### src/rtl/ptw_pkg.sv
package ptw_pkg;
  localparam int VA_W   = 39;
  localparam int OFF_W  = 12;
  localparam int IDX_W  = 9;
  localparam int LEVELS = 3;
  localparam int PPN_W  = 44;
  localparam int PA_W   = PPN_W + OFF_W;
  localparam int PTE_W  = 64;
  localparam int LVL_W  = $clog2(LEVELS);

  localparam int B_V = 0;
  localparam int B_R = 1;
  localparam int B_W = 2;
  localparam int B_X = 3;
  localparam int B_U = 4;
  localparam int B_G = 5;
  localparam int B_A = 6;
  localparam int B_D = 7;
  localparam int PPN_LSB = 10;

  typedef enum logic [1:0] {ACC_READ = 2'd0, ACC_WRITE = 2'd1, ACC_EXEC = 2'd2} acc_e;

  typedef enum logic [2:0] {
    ERR_NONE     = 3'd0,
    ERR_INVALID  = 3'd1,
    ERR_PERM     = 3'd2,
    ERR_MISALIGN = 3'd3,
    ERR_ACCESS   = 3'd4,
    ERR_UPDATE   = 3'd5
  } walk_err_e;

  typedef enum logic [2:0] {S_IDLE, S_RD, S_EVAL, S_WB, S_DONE} walk_st_e;
endpackage

### src/rtl/ptw_pte_decode.sv
module ptw_pte_decode
  import ptw_pkg::*;
(
  input  logic [PTE_W-1:0] pte_i,
  input  logic [1:0]       acc_i,
  input  logic             user_i,
  input  logic             mxr_i,
  input  logic             sum_i,
  output logic             inv_o,
  output logic             ptr_o,
  output logic             leaf_o,
  output logic             perm_ok_o,
  output logic             need_upd_o,
  output logic [PTE_W-1:0] upd_pte_o
);
  logic v, r, w, x, u, a, d;
  logic is_wr, is_ex, rights;

  assign v = pte_i[B_V];
  assign r = pte_i[B_R];
  assign w = pte_i[B_W];
  assign x = pte_i[B_X];
  assign u = pte_i[B_U];
  assign a = pte_i[B_A];
  assign d = pte_i[B_D];

  assign is_wr = (acc_i == ACC_WRITE);
  assign is_ex = (acc_i != ACC_READ) && !is_wr;

  assign inv_o  = !v || (w && !r);
  assign ptr_o  = !inv_o && !r && !x;
  assign leaf_o = !inv_o && (r || x);

  always_comb begin
    if (is_wr)      rights = w;
    else if (is_ex) rights = x;
    else            rights = r || (x && mxr_i);
  end

  always_comb begin
    if (user_i)     perm_ok_o = u && rights;
    else if (is_ex) perm_ok_o = !u && x;
    else            perm_ok_o = (!u || sum_i) && rights;
  end

  assign need_upd_o = !a || (is_wr && !d);

  always_comb begin
    upd_pte_o = pte_i;
    upd_pte_o[B_A] = 1'b1;
    if (is_wr) upd_pte_o[B_D] = 1'b1;
  end
endmodule

### src/rtl/ptw_addr_gen.sv
module ptw_addr_gen
  import ptw_pkg::*;
(
  input  logic [PPN_W-1:0] base_ppn_i,
  input  logic [VA_W-1:0]  vaddr_i,
  input  logic [LVL_W-1:0] lvl_i,
  input  logic [PPN_W-1:0] leaf_ppn_i,
  output logic [PA_W-1:0]  pte_addr_o,
  output logic [PA_W-1:0]  pa_o,
  output logic             misalign_o
);
  localparam int VPN_W = VA_W - OFF_W;
  localparam int SLOT_LG = OFF_W - IDX_W;

  logic [IDX_W-1:0] idx_tbl [LEVELS];
  logic [IDX_W-1:0] idx;
  logic [PPN_W-1:0] mask;
  logic [PPN_W-1:0] vpn_ext;

  for (genvar g = 0; g < LEVELS; g++) begin : g_idx
    assign idx_tbl[g] = vaddr_i[OFF_W + IDX_W*g +: IDX_W];
  end

  always_comb begin
    idx  = '0;
    mask = '0;
    for (int l = 0; l < LEVELS; l++) begin
      if (lvl_i == LVL_W'(l)) begin
        idx  = idx_tbl[l];
        mask = (PPN_W'(1) << (IDX_W*l)) - PPN_W'(1);
      end
    end
  end

  assign vpn_ext    = PPN_W'(vaddr_i[VA_W-1:OFF_W]);
  assign pte_addr_o = {base_ppn_i, idx, {SLOT_LG{1'b0}}};
  assign pa_o       = {(leaf_ppn_i & ~mask) | (vpn_ext & mask), vaddr_i[OFF_W-1:0]};
  assign misalign_o = |(leaf_ppn_i & mask);
endmodule

### src/rtl/sv39_ptw.sv
module sv39_ptw
  import ptw_pkg::*;
#(
  parameter bit AD_UPDATE_EN = 1'b1
) (
  input  logic             clk_i,
  input  logic             rst_ni,
  input  logic             req_valid_i,
  input  logic [VA_W-1:0]  req_vaddr_i,
  input  logic [1:0]       req_acc_i,
  input  logic             req_user_i,
  input  logic             mxr_i,
  input  logic             sum_i,
  input  logic [PPN_W-1:0] root_ppn_i,
  output logic             busy_o,
  output logic             done_o,
  output logic             ok_o,
  output logic [2:0]       err_o,
  output logic [PA_W-1:0]  pa_o,
  output logic [PTE_W-1:0] pte_o,
  output logic [PA_W-1:0]  pte_addr_o,
  output logic [LVL_W-1:0] level_o,
  output logic             global_o,
  output logic             mem_req_o,
  output logic             mem_we_o,
  output logic [PA_W-1:0]  mem_addr_o,
  output logic [PTE_W-1:0] mem_wdata_o,
  input  logic             mem_rsp_i,
  input  logic [PTE_W-1:0] mem_rdata_i,
  input  logic             mem_err_i
);
  walk_st_e         st_q;
  logic [LVL_W-1:0] lvl_q;
  logic [PPN_W-1:0] base_q;
  logic [VA_W-1:0]  va_q;
  logic [1:0]       acc_q;
  logic             user_q, mxr_q, sum_q;
  logic [PTE_W-1:0] pte_q;
  logic             g_q;
  walk_err_e        err_q;
  logic [PA_W-1:0]  pa_q, pte_addr_q;

  logic             inv, ptr, leaf, perm_ok, need_upd, misalign;
  logic [PTE_W-1:0] upd_pte;
  logic [PA_W-1:0]  cur_addr, leaf_pa;
  logic             g_next;

  ptw_pte_decode u_dec (
    .pte_i      (pte_q),
    .acc_i      (acc_q),
    .user_i     (user_q),
    .mxr_i      (mxr_q),
    .sum_i      (sum_q),
    .inv_o      (inv),
    .ptr_o      (ptr),
    .leaf_o     (leaf),
    .perm_ok_o  (perm_ok),
    .need_upd_o (need_upd),
    .upd_pte_o  (upd_pte)
  );

  ptw_addr_gen u_addr (
    .base_ppn_i (base_q),
    .vaddr_i    (va_q),
    .lvl_i      (lvl_q),
    .leaf_ppn_i (pte_q[PPN_LSB +: PPN_W]),
    .pte_addr_o (cur_addr),
    .pa_o       (leaf_pa),
    .misalign_o (misalign)
  );

  assign g_next = g_q | pte_q[B_G];

  always_ff @(posedge clk_i or negedge rst_ni) begin
    if (!rst_ni) begin
      st_q       <= S_IDLE;
      lvl_q      <= '0;
      base_q     <= '0;
      va_q       <= '0;
      acc_q      <= '0;
      user_q     <= 1'b0;
      mxr_q      <= 1'b0;
      sum_q      <= 1'b0;
      pte_q      <= '0;
      g_q        <= 1'b0;
      err_q      <= ERR_NONE;
      pa_q       <= '0;
      pte_addr_q <= '0;
    end else begin
      unique case (st_q)
        S_IDLE: if (req_valid_i) begin
          st_q   <= S_RD;
          lvl_q  <= LVL_W'(LEVELS-1);
          base_q <= root_ppn_i;
          va_q   <= req_vaddr_i;
          acc_q  <= req_acc_i;
          user_q <= req_user_i;
          mxr_q  <= mxr_i;
          sum_q  <= sum_i;
          g_q    <= 1'b0;
          err_q  <= ERR_NONE;
        end
        S_RD: if (mem_rsp_i) begin
          if (mem_err_i) begin
            err_q <= ERR_ACCESS;
            st_q  <= S_DONE;
          end else begin
            pte_q <= mem_rdata_i;
            st_q  <= S_EVAL;
          end
        end
        S_EVAL: begin
          g_q        <= g_next;
          pte_addr_q <= cur_addr;
          st_q       <= S_DONE;
          if (inv) begin
            err_q <= ERR_INVALID;
          end else if (ptr) begin
            if (lvl_q == '0) begin
              err_q <= ERR_INVALID;
            end else begin
              base_q <= pte_q[PPN_LSB +: PPN_W];
              lvl_q  <= lvl_q - 1'b1;
              st_q   <= S_RD;
            end
          end else if (!perm_ok) begin
            err_q <= ERR_PERM;
          end else if (misalign) begin
            err_q <= ERR_MISALIGN;
          end else begin
            pa_q <= leaf_pa;
            if (need_upd) begin
              if (AD_UPDATE_EN) begin
                pte_q <= upd_pte;
                st_q  <= S_WB;
              end else begin
                err_q <= ERR_UPDATE;
              end
            end
          end
        end
        S_WB: if (mem_rsp_i) begin
          if (mem_err_i) err_q <= ERR_ACCESS;
          st_q <= S_DONE;
        end
        S_DONE: st_q <= S_IDLE;
        default: st_q <= S_IDLE;
      endcase
    end
  end

  assign busy_o      = (st_q != S_IDLE);
  assign done_o      = (st_q == S_DONE);
  assign ok_o        = (err_q == ERR_NONE);
  assign err_o       = err_q;
  assign pa_o        = pa_q;
  assign pte_o       = pte_q;
  assign pte_addr_o  = pte_addr_q;
  assign level_o     = lvl_q;
  assign global_o    = g_q;
  assign mem_req_o   = (st_q == S_RD) || (st_q == S_WB);
  assign mem_we_o    = (st_q == S_WB);
  assign mem_addr_o  = cur_addr;
  assign mem_wdata_o = pte_q;

  assert_idle_quiet_R1: assert property (@(posedge clk_i) disable iff (!rst_ni)
    !busy_o |-> (!mem_req_o && !done_o));

  assert_req_hold_R12: assert property (@(posedge clk_i) disable iff (!rst_ni)
    (mem_req_o && !mem_rsp_i) |=> (mem_req_o && $stable(mem_addr_o) && $stable(mem_we_o)));

  assert_done_pulse_R12: assert property (@(posedge clk_i) disable iff (!rst_ni)
    done_o |=> !done_o);

  assert_wb_sets_a_R9: assert property (@(posedge clk_i) disable iff (!rst_ni)
    (mem_req_o && mem_we_o) |-> (mem_wdata_o[B_A] && mem_wdata_o[B_V]));

  assert_no_wb_R11: assert property (@(posedge clk_i) disable iff (!rst_ni)
    mem_req_o |-> (AD_UPDATE_EN || !mem_we_o));

  assert_done_no_req_R12: assert property (@(posedge clk_i) disable iff (!rst_ni)
    done_o |-> !mem_req_o);
endmodule

### config.mk
export PLATFORM = sky130hd
export DESIGN_NAME = sv39_ptw
export DESIGN_NICKNAME = d
export VERILOG_FILES = /design/src/rtl/ptw_pkg.sv /design/src/rtl/ptw_pte_decode.sv /design/src/rtl/ptw_addr_gen.sv /design/src/rtl/sv39_ptw.sv
export SDC_FILE = /design/constraint.sdc
export NUM_CORES = 1
export LEC_CHECK = 0
export BUFFER_PORTS_ARGS = -buffer_cell sky130_fd_sc_hd__buf_2
export CORE_MARGIN = 8
export CORE_UTILIZATION = 44
export CTS_CLUSTER_SIZE = 20
export DETAILED_ROUTE_END_ITERATION = 6
export HOLD_SLACK_MARGIN = 0.08
export PLACE_DENSITY = 0.86
export RECOVER_POWER = 25
export REMOVE_ABC_BUFFERS = 1
export SLEW_MARGIN = 20
export SYNTH_ARGS = -nofsm -noshare
export SYNTH_HDL_FRONTEND = slang
export SYNTH_SLANG_ARGS = --single-unit
### constraint.sdc
create_clock -name clk_i -period 1.76 [get_ports clk_i]
set_input_delay 0.088 -clock clk_i [delete_from_list [all_inputs] [get_ports clk_i]]
set_output_delay 0.088 -clock clk_i [all_outputs]
set_load 0.02 [all_outputs]
==> impl_metrics.ini <==
[status]
status = complete, but fails checks
failed_checks = setup timing

[route]
wl_per_cell_um = 26.19
routed_via_density = 5.681
drtIter0Drc = 1014
final_antenna_net_count = 0
routed_wl_um = 53720
vias = 11652
route.detailed.drc = 0
drt-pass1-iter-count = 7

[finish]
area_growth_pct = 60.16
drive_gt1_frac = 0.5270
mostFrequentLayoutCell = buf_2
layout_common_cells = 444 x buf_2, 270 x dfrtp_1, 237 x nand2_1
finalNonFillerCells = 2051
nets = 1843

[sta]
rsz0062_at_grt = yes
fin_crit_sh = 1.218
fin_tns_setup_ns = -36.98
clock.fmax_mhz = 466.5
hold_slack_ns = 0.3100
finalClockSkew_ns = 0.03297
finalCriticalPeriod_ns = 2.143
relSlewSlack = 0.1509
hold_viol = 0
tightest_slew_ns = 1.274
finalWorstSetupSlack_ns = -0.3834
setup_viol = 169
drv_slew = 0

[place]
hpwl_um = 28780
post-place-cells = 1785
gpl.final_weighted_congestion = 0.8501
port_buffers = 457

[global_routing]
globalRouteMet1Util = 0.3096
met2_usage = 0.4911
antenna_found_initial = 6
grt_usage = 0.2779
grt_pass1_vias = 11990
grt_max_degree = 70
grt-busiest-layer = met2
grtUsageMet3 = 0.06815
grt_pass1_wl_um = 71200
overflow = 0

[yosys]
synth-seq-cells = 270
synth_largest_area_cell = dfrtp_1
yosysWarnings = 0
yosysTopAreaCellShare = 0.5750
synthTopCellsByArea = dfrtp_1 57%, mux2_2 14%, nand2_1 8.2%
synthFlopType = dfrtp_1
syn_avg_cell_area_um2 = 11.11
async_reset_ff_frac = 1.000
netlist_instances = 1058
ys_seq_area_frac = 0.5750
netlist_area_mm2 = 0.01175
synth_cell_types = 40
synth_edf_count = 0

[floorplan]
core_mm2 = 0.02658
initial_core_util = 0.4422
die-area_mm2 = 0.03219
io_pins = 464
num_rows = 60
dieWidth_um = 179.4
die_h_um = 179.4

[worst_setup_path]
critPathMaxStageDelay_ns = 0.40
slowest_stage = dfrtp_1
start_kind = flop
critPathArrivalTime_ns = 2.57
crit_type = reg -> reg
critPathRequiredTime_ns = 2.19
critical_path.top_delay_family = simple AND/OR/NAND/NOR gates
cp-end-kind = flop
crit_buf_inv = 2
crit_path_max_fanout = 8
path_cells = nor4_2 -> nand3_1 -> a22oi_2 -> o2111ai_4 -> buf_12 -> clkbuf_16 -> mux2_2

[power_and_ir_drop]
p_leak_nw = 9.547
vdd_ir_drop_max_v = 0.001177
p_per_area_mw_per_mm2 = 1888

[clocking]
worstSkewPairLatency_ns = 0.56
cts_tree = built
clock_path_buffers = 3
cts_root_buf = clkbuf_16
cts_buffers = 28
clk_pin_slew_worst_paths_ns = 0.06
h-tree-depth = 1
clock-sinks = 270

[run]
cap_violations = 0

[min_path]
min_path_type = in -> reg
-- cell type report --
| cell class | instances | area [um2] |
|---|---|---|
| sequential | 270 | 6756 |
| clock buffer | 42 | 874.6 |
| fill | 1589 | 7755 |
| inverter | 6 | 25.02 |
| tap | 341 | 426.7 |
| multi-input combinational | 633 | 4950 |
| timing repair buffer | 744 | 5650 |
| antenna | 6 | 15.01 |
| clock inverter | 9 | 122.6 |
-- worst register-to-register path, stage by stage, from the launching register on --
cell and delay, ns:
dfrtp_1 0.40, nor4_2 0.30, nand3_1 0.19, a22oi_2 0.28, o2111ai_4 0.19, buf_12 0.19, clkbuf_16 0.17, mux2_2 0.29
-- synth_stat cells (2+ instances only) --
library cell,count
dfrtp_1,270
nand2_1,257
mux2_2,149
buf_4,97
nor2_1,56
a31oi_1,47
o21ai_0,34
clkbuf_1,30
buf_2,21
mux2i_1,20
a21oi_1,9
a22oi_1,9
inv_1,6
nand2b_1,6
nand3_1,6
buf_1,5
nor3_1,4
ha_1,3
nor2b_1,3
nor4_1,3
and2_1,2
mux2_1,2
mux2_4,2
-- layer usage --
layer / vias up / part of all wire
met2: 948 / 0.49
met4: 0 / 0.071
li1: 4709 / -
met5: - / 0
met1: 5706 / 0.35
met3: 289 / 0.092
-- metrics by stage --
step / cell area, um2 / power (W) / setup slack (ns) / utilization
floorplan: 10790 / 0.01805 / -3.528 / -
global placement: 14330 / 0.02400 / -0.1911 / 0.5393
detailed placement: 14330 / 0.02443 / -0.3435 / 0.5393
CTS: 17420 / 0.03233 / -0.3880 / 0.6554
global route: 18820 / 0.03682 / -0.5156 / 0.7082
finish: 18820 / 0.03554 / -0.3834 / 0.7082
-- flip-flops by register name, indices dropped and copies added (netlist names), 2 cells and up --
register and flops:
acc_q 2, base_q 44, err_o 3, level_o 2
mem_wdata_o 64, pa_o 56, pte_addr_o 53, st_q 3
va_q 39
-- cells by family after synthesis --
logic type                 after synthesis  share of synthesized area
muxes                                  173                     0.1643
adders and majority gates                3                   0.003195
other                                    1                  0.0003191
buffers and inverters                  160                    0.08497
AOI/OAI and AO/OA                      109                    0.05707
and+or+nand+nor                        342                     0.1152
DFF                                    270                     0.5750
-- repair_timing --
item / CTS / global route
endpoints found under the hold margin: 426 / 0
setup buffers: 11 / 25
setup endpoints to repair: 143 / 174
hold buffers: 157 / 0
gates resized for setup: 79 / 221
pin swaps: 11 / 27
gates cloned: 6 / 21
-- power breakdown --
| group | internal [W] | switching, W |
|---|---|---|
| Clock | 0.00385 | 0.00252 |
| Sequential | 0.00864 | 0.00247 |
| Combinational | 0.00756 | 0.0105 |
-- worst paths after layout --
path	startpoint	endpoint	slack [ns]	cells after the start
max	mem_wdata_o[24]	pa_o[7]	-0.38	7
min	req_vaddr_i[21]	va_q[21]	0.31	3
max reg2reg	mem_wdata_o[24]	pa_o[7]	-0.38	7
min reg2reg	pte_addr_o[14]	pte_addr_o[14]	0.48	2
max in group asynchronous	rst_ni	pte_addr_o[13]	0.16	3
min in group asynchronous	rst_ni	va_q[12]	0.44	3
Power figures use the tool's default switching activity.
